$ cat src/rtl/wdc_pkg.sv
package wdc_pkg;
  localparam int unsigned ADDR_W = 3;

  typedef enum logic [ADDR_W-1:0] {
    A_CTRL = 3'd0,
    A_MODE = 3'd1,
    A_CLO  = 3'd2,
    A_CHI  = 3'd3,
    A_CHM  = 3'd4,
    A_OFF  = 3'd5,
    A_DL   = 3'd6
  } reg_addr_e;

  localparam logic [7:0] SWT_MODE = 8'h48;
endpackage

$ cat src/rtl/wdc_ctrl.sv
module wdc_ctrl #(
  parameter int unsigned BW    = 8,
  parameter int unsigned SRC_W = 3
) (
  input  logic             clk_i,
  input  logic             rst_ni,
  input  logic             ctrl_we_i,
  input  logic             mode_we_i,
  input  logic [BW-1:0]    wdata_i,
  output logic             sw_run_o,
  output logic             idle_o,
  output logic [SRC_W-1:0] src_o,
  output logic             wd_en_o,
  output logic             wd_lock_o
);
  logic             sw_run_q, idle_q, en_q, lock_q;
  logic [SRC_W-1:0] src_q;

  always_ff @(posedge clk_i or negedge rst_ni) begin
    if (!rst_ni) begin
      sw_run_q <= 1'b0;
      idle_q   <= 1'b0;
      src_q    <= '0;
    end else if (ctrl_we_i) begin
      sw_run_q <= wdata_i[0];
      if (!en_q) begin
        idle_q <= wdata_i[1];
        src_q  <= wdata_i[SRC_W+1:2];
      end
    end
  end

  // enable comes up set; lock is sticky until reset
  always_ff @(posedge clk_i or negedge rst_ni) begin
    if (!rst_ni) begin
      en_q   <= 1'b1;
      lock_q <= 1'b0;
    end else if (mode_we_i) begin
      if (wdata_i[1]) lock_q <= 1'b1;
      if (wdata_i[0])   en_q <= 1'b1;
      else if (!lock_q) en_q <= 1'b0;
    end
  end

  assign sw_run_o  = sw_run_q;
  assign idle_o    = idle_q;
  assign src_o     = src_q;
  assign wd_en_o   = en_q;
  assign wd_lock_o = lock_q;
endmodule

$ cat src/rtl/wdc_counter.sv
module wdc_counter #(
  parameter int unsigned BW = 8
) (
  input  logic          clk_i,
  input  logic          rst_ni,
  input  logic          tick_i,
  input  logic          run_i,
  input  logic          lo_we_i,
  input  logic          hi_we_i,
  input  logic [BW-1:0] wdata_i,
  output logic [BW-1:0] cnt_lo_o,
  output logic [BW-1:0] cnt_hi_o,
  output logic [BW-1:0] hi_next_o,
  output logic          ovf_o
);
  localparam int unsigned CW = 2 * BW;

  logic [CW-1:0] cnt_q;
  logic          adv;

  // a byte write owns the cycle; the tick is dropped
  assign adv       = tick_i & run_i & ~(lo_we_i | hi_we_i);
  assign ovf_o     = adv & (&cnt_q[BW-1:0]);
  assign hi_next_o = cnt_q[CW-1:BW] + 1'b1;

  always_ff @(posedge clk_i or negedge rst_ni) begin
    if (!rst_ni) begin
      cnt_q <= '0;
    end else if (lo_we_i || hi_we_i) begin
      if (lo_we_i) cnt_q[BW-1:0]  <= wdata_i;
      if (hi_we_i) cnt_q[CW-1:BW] <= wdata_i;
    end else if (adv) begin
      cnt_q <= cnt_q + 1'b1;
    end
  end

  assign cnt_lo_o = cnt_q[BW-1:0];
  assign cnt_hi_o = cnt_q[CW-1:BW];
endmodule

$ cat src/rtl/wdc_chan.sv
module wdc_chan #(
  parameter int unsigned  BW       = 8,
  parameter logic [BW-1:0] SWT_VAL = 8'h48
) (
  input  logic          clk_i,
  input  logic          rst_ni,
  input  logic          wd_en_i,
  input  logic          chm_we_i,
  input  logic          off_we_i,
  input  logic          dl_we_i,
  input  logic [BW-1:0] wdata_i,
  input  logic [BW-1:0] cnt_hi_i,
  input  logic [BW-1:0] hi_next_i,
  input  logic          ovf_i,
  output logic [BW-1:0] offset_o,
  output logic [BW-1:0] deadline_o,
  output logic [BW-1:0] chm_o,
  output logic          rst_req_o
);
  logic [BW-1:0] off_q, dl_q, chm_q;
  logic          rst_q, hit;

  // re-arm in the same cycle beats the match
  assign hit = wd_en_i & ovf_i & (hi_next_i == dl_q) & ~dl_we_i;

  always_ff @(posedge clk_i or negedge rst_ni) begin
    if (!rst_ni) begin
      off_q <= '0;
      dl_q  <= '0;
      chm_q <= '0;
      rst_q <= 1'b0;
    end else begin
      rst_q <= hit;
      if (off_we_i) off_q <= wdata_i;
      if (chm_we_i && !wd_en_i) chm_q <= wdata_i;
      if (dl_we_i) dl_q <= wd_en_i ? (cnt_hi_i + off_q) : wdata_i;
    end
  end

  assign offset_o   = off_q;
  assign deadline_o = dl_q;
  assign chm_o      = wd_en_i ? SWT_VAL : chm_q;
  assign rst_req_o  = rst_q;
endmodule

$ cat src/rtl/deadline_wdog.sv
module deadline_wdog
  import wdc_pkg::*;
#(
  parameter int unsigned BW    = 8,
  parameter int unsigned AW    = ADDR_W,
  parameter int unsigned SRC_W = 3
) (
  input  logic          clk_i,
  input  logic          rst_ni,
  input  logic          tick_i,
  input  logic          we_i,
  input  logic [AW-1:0] addr_i,
  input  logic [BW-1:0] wdata_i,
  output logic [BW-1:0] rdata_o,
  output logic          rst_req_o
);
  localparam int unsigned CPAD = BW - SRC_W - 2;

  logic             sw_run, idle, wd_en, wd_lock, ovf;
  logic [SRC_W-1:0] src;
  logic [BW-1:0]    cnt_lo, cnt_hi, hi_next, offset, deadline, chm;
  logic             we_ctrl, we_mode, we_lo, we_hi, we_chm, we_off, we_dl;

  assign we_ctrl = we_i & (addr_i == A_CTRL);
  assign we_mode = we_i & (addr_i == A_MODE);
  assign we_lo   = we_i & (addr_i == A_CLO) & ~wd_en;
  assign we_hi   = we_i & (addr_i == A_CHI) & ~wd_en;
  assign we_chm  = we_i & (addr_i == A_CHM);
  assign we_off  = we_i & (addr_i == A_OFF);
  assign we_dl   = we_i & (addr_i == A_DL);

  wdc_ctrl #(.BW(BW), .SRC_W(SRC_W)) u_ctrl (
    .clk_i, .rst_ni,
    .ctrl_we_i(we_ctrl), .mode_we_i(we_mode), .wdata_i,
    .sw_run_o(sw_run), .idle_o(idle), .src_o(src),
    .wd_en_o(wd_en), .wd_lock_o(wd_lock)
  );

  wdc_counter #(.BW(BW)) u_cnt (
    .clk_i, .rst_ni, .tick_i,
    .run_i(wd_en | sw_run),
    .lo_we_i(we_lo), .hi_we_i(we_hi), .wdata_i,
    .cnt_lo_o(cnt_lo), .cnt_hi_o(cnt_hi), .hi_next_o(hi_next), .ovf_o(ovf)
  );

  wdc_chan #(.BW(BW), .SWT_VAL(BW'(SWT_MODE))) u_chan (
    .clk_i, .rst_ni, .wd_en_i(wd_en),
    .chm_we_i(we_chm), .off_we_i(we_off), .dl_we_i(we_dl), .wdata_i,
    .cnt_hi_i(cnt_hi), .hi_next_i(hi_next), .ovf_i(ovf),
    .offset_o(offset), .deadline_o(deadline), .chm_o(chm), .rst_req_o
  );

  always_comb begin
    case (addr_i)
      A_CTRL:  rdata_o = {{CPAD{1'b0}}, src, idle, sw_run};
      A_MODE:  rdata_o = {{(BW-2){1'b0}}, wd_lock, wd_en};
      A_CLO:   rdata_o = cnt_lo;
      A_CHI:   rdata_o = cnt_hi;
      A_CHM:   rdata_o = chm;
      A_OFF:   rdata_o = offset;
      A_DL:    rdata_o = deadline;
      default: rdata_o = '0;
    endcase
  end
endmodule

$ cat config.mk
export PLATFORM = sky130hd
export DESIGN_NAME = deadline_wdog
export DESIGN_NICKNAME = d
export VERILOG_FILES = /design/src/rtl/wdc_pkg.sv /design/src/rtl/wdc_ctrl.sv /design/src/rtl/wdc_counter.sv /design/src/rtl/wdc_chan.sv /design/src/rtl/deadline_wdog.sv
export SDC_FILE = /design/constraint.sdc
export NUM_CORES = 1
export LEC_CHECK = 0
export BUFFER_PORTS_ARGS = -buffer_cell sky130_fd_sc_hd__buf_4
export CAP_MARGIN = 10
export CELL_PAD_IN_SITES_DETAIL_PLACEMENT = 0
export CELL_PAD_IN_SITES_GLOBAL_PLACEMENT = 1
export CORE_MARGIN = 1.5
export CORE_UTILIZATION = 44
export CTS_BUF_LIST = sky130_fd_sc_hd__clkbuf_8
export DETAILED_ROUTE_END_ITERATION = 7
export GPL_TIMING_DRIVEN = 0
export PLACE_DENSITY = 0.8
export SLEW_MARGIN = 10
export SYNTH_ARGS = -nofsm -noshare
export SYNTH_HDL_FRONTEND = slang
export SYNTH_SLANG_ARGS = --single-unit
export TNS_END_PERCENT = 50
$ cat constraint.sdc
create_clock -name clk_i -period 1.8 [get_ports clk_i]
set_input_delay 0.18 -clock clk_i [delete_from_list [all_inputs] [get_ports clk_i]]
set_output_delay 0.18 -clock clk_i [all_outputs]
set_load 0.01 [all_outputs]
==> out/summary.log <==
qor: outcome.failing_checks setup timing
qor: clock_tree.clock_insertion_delay_worst_skew 0.31 ns
qor: logic_synthesis.number_of_flops_mapped_to_enable_cells_by_yosys 0
qor: clock_tree.cts_tree done
qor: routing.vias 3,059
qor: routing.route.antenna.remaining_nets 0
qor: global_routing.overflow 0
qor: layout.area_growth_syn_to_layout 29.2%
qor: floorplan.die_width 88.4 um
qor: layout.post-route-util 60.1%
qor: place.place.gp.congestion 0.873
qor: worst_setup_path.critPathTopFamily flip-flops
qor: sta.clock-skew-final 0.00883 ns
qor: clock_tree.cts_max_level 2
qor: pwr.pwr_density_cell 1480 nW/um^2
qor: floorplan.initial_core_util 46.5%
qor: global_routing.global_route_wire_length_before_repair 15,600 um
qor: pwr.leakagePower 1.74 nW
qor: logic_synthesis.distinct_cells_synth 54
qor: global_routing.antenna_violations_before_repair 0
qor: worst_setup_path.worst_path_max_delay_cell sky130_fd_sc_hd__dfstp_2
qor: floorplan.core 6910 um^2
qor: worst_setup_path.cp.required 1.62 ns
qor: sta.post-route-period-util 104%
qor: sta.smallest_hold_slack 0.145 ns
qor: routing.drt-pass1-iter-count 6
qor: clock_tree.tritoncts_num_sinks 48
qor: worst_setup_path.cp_cell_sequence buf_4, buf_8, nor2_1, o21ai_1, a21oi_1, a21oi_1, buf_4
qor: logic_synthesis.synthesis.area_per_instance 9.07 um^2
qor: sta.worstMarginPinSlew 0.640 ns
qor: outcome.outcome complete, but fails checks
qor: sta.final_setup_violation_count 9
qor: floorplan.design.die.area 7820 um^2
qor: floorplan.io_pins 24
qor: routing.routed_via_density 5.99
qor: sta.finalWorstPathRequiredPeriod 1.88 ns
qor: floorplan.number_of_cell_rows 30
qor: worst_setup_path.worst-endpoint-arrival 1.70 ns
qor: clock_tree.ctsLongestPathBuffers 2
qor: sta.grt_setup_unrepaired yes
qor: sta.layout_setup_ws -0.0789 ns
qor: global_routing.grt_util_all_layers 26.8%
qor: logic_synthesis.synth_fp_nets 379
qor: sta.final_hold_viol_count 0
qor: layout.num-nets-final 439
qor: floorplan.floorplan.die.height 88.4 um
qor: logic_synthesis.mappedNetlistArea 3210 um^2
qor: global_routing.grt_pass1_vias 2,883
qor: logic_synthesis.flip_flop_and_latch_count_after_synthesis 48
qor: routing.wl 9920 um
qor: routing.remaining_drc_errors 0
qor: run.max_cap_violation_count 0
qor: sta.finalMaxSlewViolations 0
qor: worst_setup_path.worstPathMaxFanout 7
qor: layout.layout-drive-gt1-share 36.1%
qor: place.dp_worst_setup_slack -0.346 ns
qor: logic_synthesis.ys_seq_area_share 37.5%
qor: place.detailed_place_hpwl 6830 um
qor: sta.timing.setup.tns -0.473 ns
qor: clock_tree.cts_buffers 5
qor: clock_tree.clkTransAtPathRegs 0.10 ns
qor: routing.wire_per_inst 19.4 um
qor: sta.maxClockFrequency 532 MHz
qor: logic_synthesis.synth_cells 354
qor: clock_tree.clock-root-buffer sky130_fd_sc_hd__clkbuf_8
qor: routing.detailedRoute.firstIterationViolations 243
qor: worst_setup_path.timing.critical_path.to_type output port
qor: worst_setup_path.slowest_stage_delay_on_critical_path 0.58 ns
qor: logic_synthesis.yosysWarningCount 0
qor: layout.fill_cells 630
qor: logic_synthesis.ys_dominant_reg_cell sky130_fd_sc_hd__dfrtp_1
qor: sta.worst_max_slew_margin_expressed_relative_to_the_limit 57.3%
qor: place.io_buffer_count 22
qor: logic_synthesis.postSynth.asyncResetShare 100%
qor: min_path.hold_path_class in2reg
qor: worst_setup_path.timing.critical_path.buf_inv 3
qor: global_routing.pin_count_of_the_biggest_net_entering_global_routing 49
qor: pwr.peakVddDrop 0.631 mV
qor: worst_setup_path.path_class reg2out
qor: layout.antenna_cells_inserted 0
qor: worst_setup_path.startpoint_type flip-flop
[what timing repair did]
action,in CTS,in global routing
endpoints found under the hold margin,47,0
gates resized for setup,49,31
hold buffers,1,0
pin swaps,18,15
endpoints found under the setup margin,25,26
buffers inserted,16,15
[flip-flops by register name, indices dropped and copies added, names as in the netlist]
register / cells
u_chan.chm_q: 8
u_chan.deadline_o: 8
u_chan.offset_o: 8
u_chan.rst_req_o: 1
u_cnt.cnt_q: 16
u_ctrl.idle_o: 1
u_ctrl.src_o: 3
u_ctrl.sw_run_o: 1
u_ctrl.wd_en_o: 1
u_ctrl.wd_lock_o: 1
[placed cells by master, fill, tap and decap left out, drive strengths merged, types with 3 or more instances in the layout]
master,instances
and2,4
ha,9
nor3,6
o21a,3
o21ai,17
a21oi,36
and3,10
o22a,10
xnor2,8
inv,7
nand3,10
o22ai,3
nand2,31
mux2,21
clkbuf,15
a22oi,3
or3,5
xor2,4
nor2b,7
nor3b,3
a31oi,9
dfrtp,47
or2,3
mux2i,10
clkinvlp,3
a21o,4
nor2,33
buf,63
[worst paths after layout]
kind,cells past startpoint,to,slack (ns),from
min reg2reg,1,u_ctrl.wd_lock_o,0.50,u_ctrl.wd_lock_o
min,3,u_ctrl.wd_en_o,0.15,wdata_i[0]
min in group asynchronous,2,u_chan.chm_q[3],0.45,rst_ni
max,7,rdata_o[6],-0.08,u_ctrl.wd_en_o
max reg2reg,8,u_chan.deadline_o[6],-0.04,u_cnt.cnt_q[8]
max in group asynchronous,2,u_cnt.cnt_q[12],0.89,rst_ni
[stage by stage]
stage               power, mW  area [um^2]  instances
floorplan                3.72         3220        354
global placement         4.40         3500        472
detailed placement       4.46         3500        472
CTS                      5.81         3920        496
global route             6.56         4150        511
finish                   6.15         4150        511
[routing by layer]
metal / GRT usage [%] / wire [um] / part of all wire [%]
met3: 3.08 / 540 / 5.4
met2: 43.6 / 4660 / 47
met4: 7.39 / 203 / 2.0
met1: 38.0 / 4520 / 46
met5: 0 / 0 / 0
[area by class of cell]
class / instances / area (um^2) / share of cell area [%]
plain buffers: 19 / 126 / 3.05
inverters: 8 / 33.8 / 0.814
repair buffers: 54 / 427 / 10.3
clock inverters: 2 / 15.0 / 0.362
clock buffers: 6 / 82.6 / 1.99
well taps: 96 / 120 / 2.90
flip-flops and latches: 48 / 1210 / 29.2
multi-input cells: 278 / 2130 / 51.4
[cell usage after synthesis, types with 4 or more instances]
cell type,instances,area share (%)
sky130_fd_sc_hd__dfrtp_1,47,37
sky130_fd_sc_hd__a21oi_1,35,5.5
sky130_fd_sc_hd__nor2_1,33,3.9
sky130_fd_sc_hd__nand2_1,31,3.6
sky130_fd_sc_hd__mux2_2,21,7.4
sky130_fd_sc_hd__o21ai_0,17,2.6
sky130_fd_sc_hd__and3_1,10,1.9
sky130_fd_sc_hd__mux2i_1,10,3.1
sky130_fd_sc_hd__o22a_1,10,2.7
sky130_fd_sc_hd__a31oi_1,9,1.8
sky130_fd_sc_hd__buf_2,9,1.4
sky130_fd_sc_hd__clkbuf_1,9,1.1
sky130_fd_sc_hd__ha_1,9,3.5
sky130_fd_sc_hd__nand3_1,9,1.4
sky130_fd_sc_hd__inv_1,8,0.94
sky130_fd_sc_hd__xnor2_1,8,2.2
sky130_fd_sc_hd__nor2b_1,7,1.4
sky130_fd_sc_hd__or3_1,5,0.97
sky130_fd_sc_hd__a21o_1,4,0.94
sky130_fd_sc_hd__and2_1,4,0.78
sky130_fd_sc_hd__xor2_1,4,1.1
[power breakdown]
part | switching, mW | internal (mW) | total (mW)
sequential | 0.538 | 1.52 | 2.06
clock | 0.386 | 0.312 | 0.698
combinational | 1.65 | 1.75 | 3.39
total | 2.57 | 3.58 | 6.15
[logic make-up after synthesis]
kind of cell	share of synthesized area, %
multiplexers	11.2
buffers and inverters	3.66
adder cells (fa/ha/maj)	4.13
AO/OA/AOI/OAI	21.4
XOR/XNOR	3.27
AND/OR/NAND/NOR	18.9
flip-flops	37.5
[tightest hold or removal path, stage by stage]
cell                      delay [ns]
sky130_fd_sc_hd__buf_4          0.14
sky130_fd_sc_hd__nand2_1        0.05
sky130_fd_sc_hd__o21ai_0        0.07
No activity file was read; power rests on OpenSTA's default activity.
